[src/rtl/dma_pkg.sv]
package dma_pkg;

  typedef enum logic [1:0] {
    SEL_ADDR  = 2'd0,
    SEL_COUNT = 2'd1,
    SEL_CTRL  = 2'd2
  } reg_sel_e;

  // control word layout: bit 2 enable, bit 1 steal mode, bit 0 device-to-memory
  typedef struct packed {
    logic en;
    logic steal;
    logic dev_to_mem;
  } ctrl_t;

  localparam int CTRL_W = 3;

  typedef enum logic [1:0] {
    ST_IDLE    = 2'd0,
    ST_OWN     = 2'd1,
    ST_RELEASE = 2'd2
  } dma_state_e;

endpackage

[src/rtl/dma_regs.sv]
module dma_regs
  import dma_pkg::*;
#(
  parameter int AW = 16,
  parameter int CW = 16,
  parameter int DW = 16
) (
  input  logic          clk,
  input  logic          rst_n,
  input  logic          wr_ok,
  input  logic [1:0]    rs,
  input  logic [DW-1:0] wdata,
  input  logic          rd_ok,
  input  logic          word_go,
  output logic [AW-1:0] addr_q,
  output logic [CW-1:0] count_q,
  output ctrl_t         ctrl_q,
  output logic          irq_q,
  output logic          last_word,
  output logic          armed,
  output logic [DW-1:0] rdata
);

  function automatic logic [AW-1:0] step_addr(input logic [AW-1:0] a);
    return a + AW'(1);
  endfunction

  function automatic logic [CW-1:0] step_count(input logic [CW-1:0] c);
    return c - CW'(1);
  endfunction

  assign last_word = (count_q == CW'(1));
  assign armed     = ctrl_q.en && (count_q != '0);

  always_ff @(posedge clk or negedge rst_n) begin
    if (!rst_n) begin
      addr_q  <= '0;
      count_q <= '0;
      ctrl_q  <= '0;
      irq_q   <= 1'b0;
    end else begin
      if (word_go) begin
        addr_q  <= step_addr(addr_q);
        count_q <= step_count(count_q);
        if (last_word) begin
          ctrl_q.en <= 1'b0;
          irq_q     <= 1'b1;
        end
      end
      if (wr_ok) begin
        unique case (rs)
          SEL_ADDR:  addr_q  <= wdata[AW-1:0];
          SEL_COUNT: count_q <= wdata[CW-1:0];
          SEL_CTRL: begin
            ctrl_q <= ctrl_t'(wdata[CTRL_W-1:0]);
            irq_q  <= 1'b0;
          end
          default: ;
        endcase
      end
    end
  end

  always_comb begin
    rdata = '0;
    if (rd_ok) begin
      unique case (rs)
        SEL_ADDR:  rdata = DW'(addr_q);
        SEL_COUNT: rdata = DW'(count_q);
        SEL_CTRL:  rdata = DW'(ctrl_q);
        default:   rdata = '0;
      endcase
    end
  end

endmodule

[src/rtl/dma_fsm.sv]
module dma_fsm
  import dma_pkg::*;
(
  input  logic clk,
  input  logic rst_n,
  input  logic armed,
  input  logic steal,
  input  logic last_word,
  input  logic dev_req,
  input  logic bus_grant,
  output logic word_go,
  output logic bus_req
);

  dma_state_e state_q, state_d;

  assign word_go = (state_q == ST_OWN) && bus_grant && dev_req && armed;

  always_comb begin
    state_d = state_q;
    unique case (state_q)
      ST_IDLE: if (armed && dev_req) state_d = ST_OWN;
      ST_OWN: begin
        if (!armed)           state_d = ST_IDLE;
        else if (word_go) begin
          if (last_word)      state_d = ST_IDLE;
          else if (steal)     state_d = ST_RELEASE;
        end
      end
      ST_RELEASE: if (!bus_grant) state_d = ST_IDLE;
      default: state_d = ST_IDLE;
    endcase
  end

  always_ff @(posedge clk or negedge rst_n) begin
    if (!rst_n) begin
      state_q <= ST_IDLE;
      bus_req <= 1'b0;
    end else begin
      state_q <= state_d;
      bus_req <= (state_d == ST_OWN);
    end
  end

endmodule

[src/rtl/dma_strobe.sv]
module dma_strobe #(
  parameter int AW = 16
) (
  input  logic          clk,
  input  logic          rst_n,
  input  logic          word_go,
  input  logic          dev_to_mem,
  input  logic [AW-1:0] addr_q,
  output logic [AW-1:0] mem_addr,
  output logic          mem_rd,
  output logic          mem_wr,
  output logic          dev_ack
);

  always_ff @(posedge clk or negedge rst_n) begin
    if (!rst_n) begin
      mem_addr <= '0;
      mem_rd   <= 1'b0;
      mem_wr   <= 1'b0;
      dev_ack  <= 1'b0;
    end else begin
      mem_addr <= word_go ? addr_q : '0;
      mem_rd   <= word_go && !dev_to_mem;
      mem_wr   <= word_go && dev_to_mem;
      dev_ack  <= word_go;
    end
  end

endmodule

[src/rtl/dma_channel.sv]
module dma_channel
  import dma_pkg::*;
#(
  parameter int AW = 16,
  parameter int CW = 16,
  parameter int DW = 16
) (
  input  logic          clk,
  input  logic          rst_n,
  input  logic          cpu_sel,
  input  logic          cpu_wr,
  input  logic [1:0]    cpu_rs,
  input  logic [DW-1:0] cpu_wdata,
  output logic [DW-1:0] cpu_rdata,
  input  logic          dev_req,
  output logic          dev_ack,
  output logic          bus_req,
  input  logic          bus_grant,
  output logic [AW-1:0] mem_addr,
  output logic          mem_rd,
  output logic          mem_wr,
  output logic          irq
);

  // named internal events, visible to the bound checker
  logic          rd_ok, wr_ok;
  logic          word_go, last_word, armed;
  logic [AW-1:0] addr_q;
  logic [CW-1:0] count_q;
  ctrl_t         ctrl_q;
  logic          steal;

  assign rd_ok = cpu_sel && !bus_grant;
  assign wr_ok = rd_ok && cpu_wr;
  assign steal = ctrl_q.steal;

  dma_regs #(.AW(AW), .CW(CW), .DW(DW)) u_regs (
    .clk       (clk),
    .rst_n     (rst_n),
    .wr_ok     (wr_ok),
    .rs        (cpu_rs),
    .wdata     (cpu_wdata),
    .rd_ok     (rd_ok),
    .word_go   (word_go),
    .addr_q    (addr_q),
    .count_q   (count_q),
    .ctrl_q    (ctrl_q),
    .irq_q     (irq),
    .last_word (last_word),
    .armed     (armed),
    .rdata     (cpu_rdata)
  );

  dma_fsm u_fsm (
    .clk       (clk),
    .rst_n     (rst_n),
    .armed     (armed),
    .steal     (steal),
    .last_word (last_word),
    .dev_req   (dev_req),
    .bus_grant (bus_grant),
    .word_go   (word_go),
    .bus_req   (bus_req)
  );

  dma_strobe #(.AW(AW)) u_strobe (
    .clk        (clk),
    .rst_n      (rst_n),
    .word_go    (word_go),
    .dev_to_mem (ctrl_q.dev_to_mem),
    .addr_q     (addr_q),
    .mem_addr   (mem_addr),
    .mem_rd     (mem_rd),
    .mem_wr     (mem_wr),
    .dev_ack    (dev_ack)
  );

endmodule

[config.mk]
export PLATFORM = sky130hd
export DESIGN_NAME = dma_channel
export DESIGN_NICKNAME = d
export VERILOG_FILES = /design/src/rtl/dma_pkg.sv /design/src/rtl/dma_regs.sv /design/src/rtl/dma_fsm.sv /design/src/rtl/dma_strobe.sv /design/src/rtl/dma_channel.sv
export SDC_FILE = /design/constraint.sdc
export NUM_CORES = 1
export LEC_CHECK = 0
export BUFFER_PORTS_ARGS = -buffer_cell sky130_fd_sc_hd__buf_2
export CAP_MARGIN = 20
export CORE_MARGIN = 3
export CORE_UTILIZATION = 40
export DETAILED_ROUTE_END_ITERATION = 7
export SLEW_MARGIN = 20
export SYNTH_ARGS = -nofsm -noshare
export SYNTH_HDL_FRONTEND = slang
export SYNTH_SLANG_ARGS = --single-unit
[constraint.sdc]
create_clock -name clk -period 2.5 [get_ports clk]
set_input_delay 0.375 -clock clk [delete_from_list [all_inputs] [get_ports clk]]
set_output_delay 0.375 -clock clk [all_outputs]
set_load 0.02 [all_outputs]
==> impl_metrics.ini <==
[layout]
area_delta_synth_final_pct = 21.4
layout.cells.most_common_list = buf_2, dfrtp_1, nor2_1, nand2_1, and3_1
stdcell_count = 521
fin_nets = 445
drive_gt1_share_pct = 23.9
fin_area_sq_um = 3880
layout_commonest_cell = buf_2
antennaDiodeCount = 0

[clock_tree]
cts_num_sinks = 58
htree_levels = 3
clk_pin_slew_ns = 0.07
cts_root_buffer = clkbuf_8
post_cts_buffers = 0
cts_resized = 0
clockBufferDepth = 2
hold_buffers = 0
clock_latency_ns = 0.34
cts_buffers = 9
cts_tree = done

[critical_path]
regToRegSetupSlack_ns = 0.14
cp_max_fo = 6
cp_cell_sequence = inv_1 -> ha_1 -> nor3b_1 -> and4_1 -> or4_1 -> and3_1 -> or3_1
endpoint_kind = register
startpoint = u_regs.count_q[1]
crit_end = u_regs.addr_q[12]
worstPathArrival_ns = 2.59
reg2reg_from = u_regs.count_q[1]
cpPeakStageDelay_ns = 0.56
rr_endpoint = u_regs.addr_q[12]
start_kind = register
slowest_stage = or4_1
critPathKind = reg -> reg
cp.required_ns = 2.72
rr_worst_depth = 7

[drt]
vias = 2904
detail-route-antenna-nets = 0
dr.pass1.iters = 4
wl_mm = 8.89
wl_per_cell_um = 17.1
drt_iter0_drc = 189
drc_errors = 0
viasPerCell = 5.57

[global_routing]
antenna_found_initial = 0
grt_overflow = 0
grt_pass1_vias = 2745
grt_first_pass_wirelength_mm = 14.2
grt_start_max_net_pins = 33
track_usage_pct = 20.8

[synth]
yosys.area.top_type = dfrtp_1
netlist-cell-type-count = 45
syn_area_sq_um = 3200
yosys.area.top_type_share_pct = 45.4
synth_async_sr_flop_share_pct = 100
synth-main-ff-cell = dfrtp_1
syn_nets = 379
ys_ff_latch = 58
synth_edf_count = 0
yosysWarnings = 0
synthCells = 351
yosys-top-cells-area = dfrtp_1, mux2i_1, nor2_1
synth_area_per_cell_sq_um = 9.11
synth-seq-area-share_pct = 45.4

[timing]
fin_crit_sh_pct = 94.6
max-slew-margin-rel_pct = 55.1
setup_viol = 0
rsz0062_at_grt = false
hold_viol_final = 0
drv_slew = 0
whs_ns = 0.0591
tns_ns = 0
finalClockSkew_ns = 0.00961
maxClockFrequency_mhz = 423
fin_crit_ns = 2.36
worstMarginPinSlew_ns = 0.673

[power]
powerDensity_nw_per_um2 = 758
p_leak_uw = 0.00186
ir_worst_vdd_v = 0.000365

[flow_run]
maxCapViolCount = 0

[placement]
post_dp_cell_area_sq_um = 3660
dpl.cell_count = 505
gp_congestion = 0.856
io_buffers = 60
dp_hpwl_mm = 6.61

[status]
status = finished, final reports clean

[die]
start_util_pct = 42.7
core_area_sq_um = 7490
io_pins = 61
rows = 31
dieArea_sq_um = 9110
dieHeight_um = 95.4
die_w_um = 95.4

[hold_path]
hp-class = in -> async
[synth_stat cells (all sizes together) (8+ instances only)]
master  instances
dfrtp          58
nor2           38
nand2          32
and3           22
a21oi          18
nand3          18
mux2i          16
xnor2          16
o21ai          15
clkbuf         14
nor3           14
nand4          12
nor4           12
buf             8
[logic make-up after synthesis]
| kind of cell | count (synthesis) | synth area share [%] |
|---|---|---|
| mux | 18 | 5.71 |
| xor+xnor | 21 | 5.75 |
| flops | 58 | 45.4 |
| simple gates | 175 | 29.3 |
| fa+ha+maj | 4 | 1.56 |
| buf+inv | 29 | 4.07 |
| compound gates | 46 | 8.21 |
[per-layer routing]
metal / global-route usage (%) / routed length (um) / vias up / part of all wire, %
met4: 9.83 / 165 / 0 / 1.9
met2: 31.7 / 4100 / 97 / 46
li1: - / - / 1395 / -
met5: 0 / 0 / - / 0
met1: 28.5 / 4180 / 1395 / 47
met3: 3.95 / 439 / 17 / 4.9
[registers in the layout, summed over array words and instances (netlist names)]
signal / cells
u_fsm.bus_req: 1
u_fsm.state_q: 2
u_regs.addr_q: 16
u_regs.count_q: 16
u_regs.ctrl_q: 3
u_regs.irq_q: 1
u_strobe.dev_ack: 1
u_strobe.mem_addr: 16
u_strobe.mem_rd: 1
u_strobe.mem_wr: 1
[per-stage QoR]
step           worst slack [ns]  total power, uW  utilization (%)
6_report                  0.135             2940             51.9
5_1_grt                  0.0658             3100             51.9
4_1_cts                   0.159             2950             51.9
3_5_place_dp              0.179             1980             49.0
3_3_place_gp              0.249             1960             49.0
2_1_floorplan             0.224             1720                -
[cell type report]
type                            instances  area, sq um
Fill cell                             735         3600
Multi-Input combinational cell        264         1620
Tap cell                               99          124
Inverter                                7         26.3
Clock inverter                          5         77.6
Sequential cell                        58         1450
Clock buffer                           11          141
Timing Repair Buffer                   77          440
[critical path, delay by kind of cell, from the launching register on]
| family | cells | cell delay (ns) |
|---|---|---|
| buffers and inverters | 1 | 0.10 |
| AND/OR/NAND/NOR | 5 | 1.50 |
| flip-flops | 1 | 0.43 |
| adder cells (fa/ha/maj) | 1 | 0.22 |
[power breakdown]
group          total, uW  internal, uW  switching (uW)
registers           1330          1090             243
clock network        968           585             383
logic                645           289             356
total               2940          1960             982
[worst min-delay path by stage]
stage / endpoint / cells past startpoint / slack, ns
final: u_regs.irq_q / 1 / 0.06
after global routing: u_regs.irq_q / 1 / 0.1
after CTS: u_regs.irq_q / 1 / 0.07
after detailed placement: u_regs.irq_q / 1 / 0.45
after global placement: u_regs.irq_q / 1 / 0.44
after floorplan: u_fsm.bus_req / 0 / 0.08
Power figures use the tool's default switching activity.
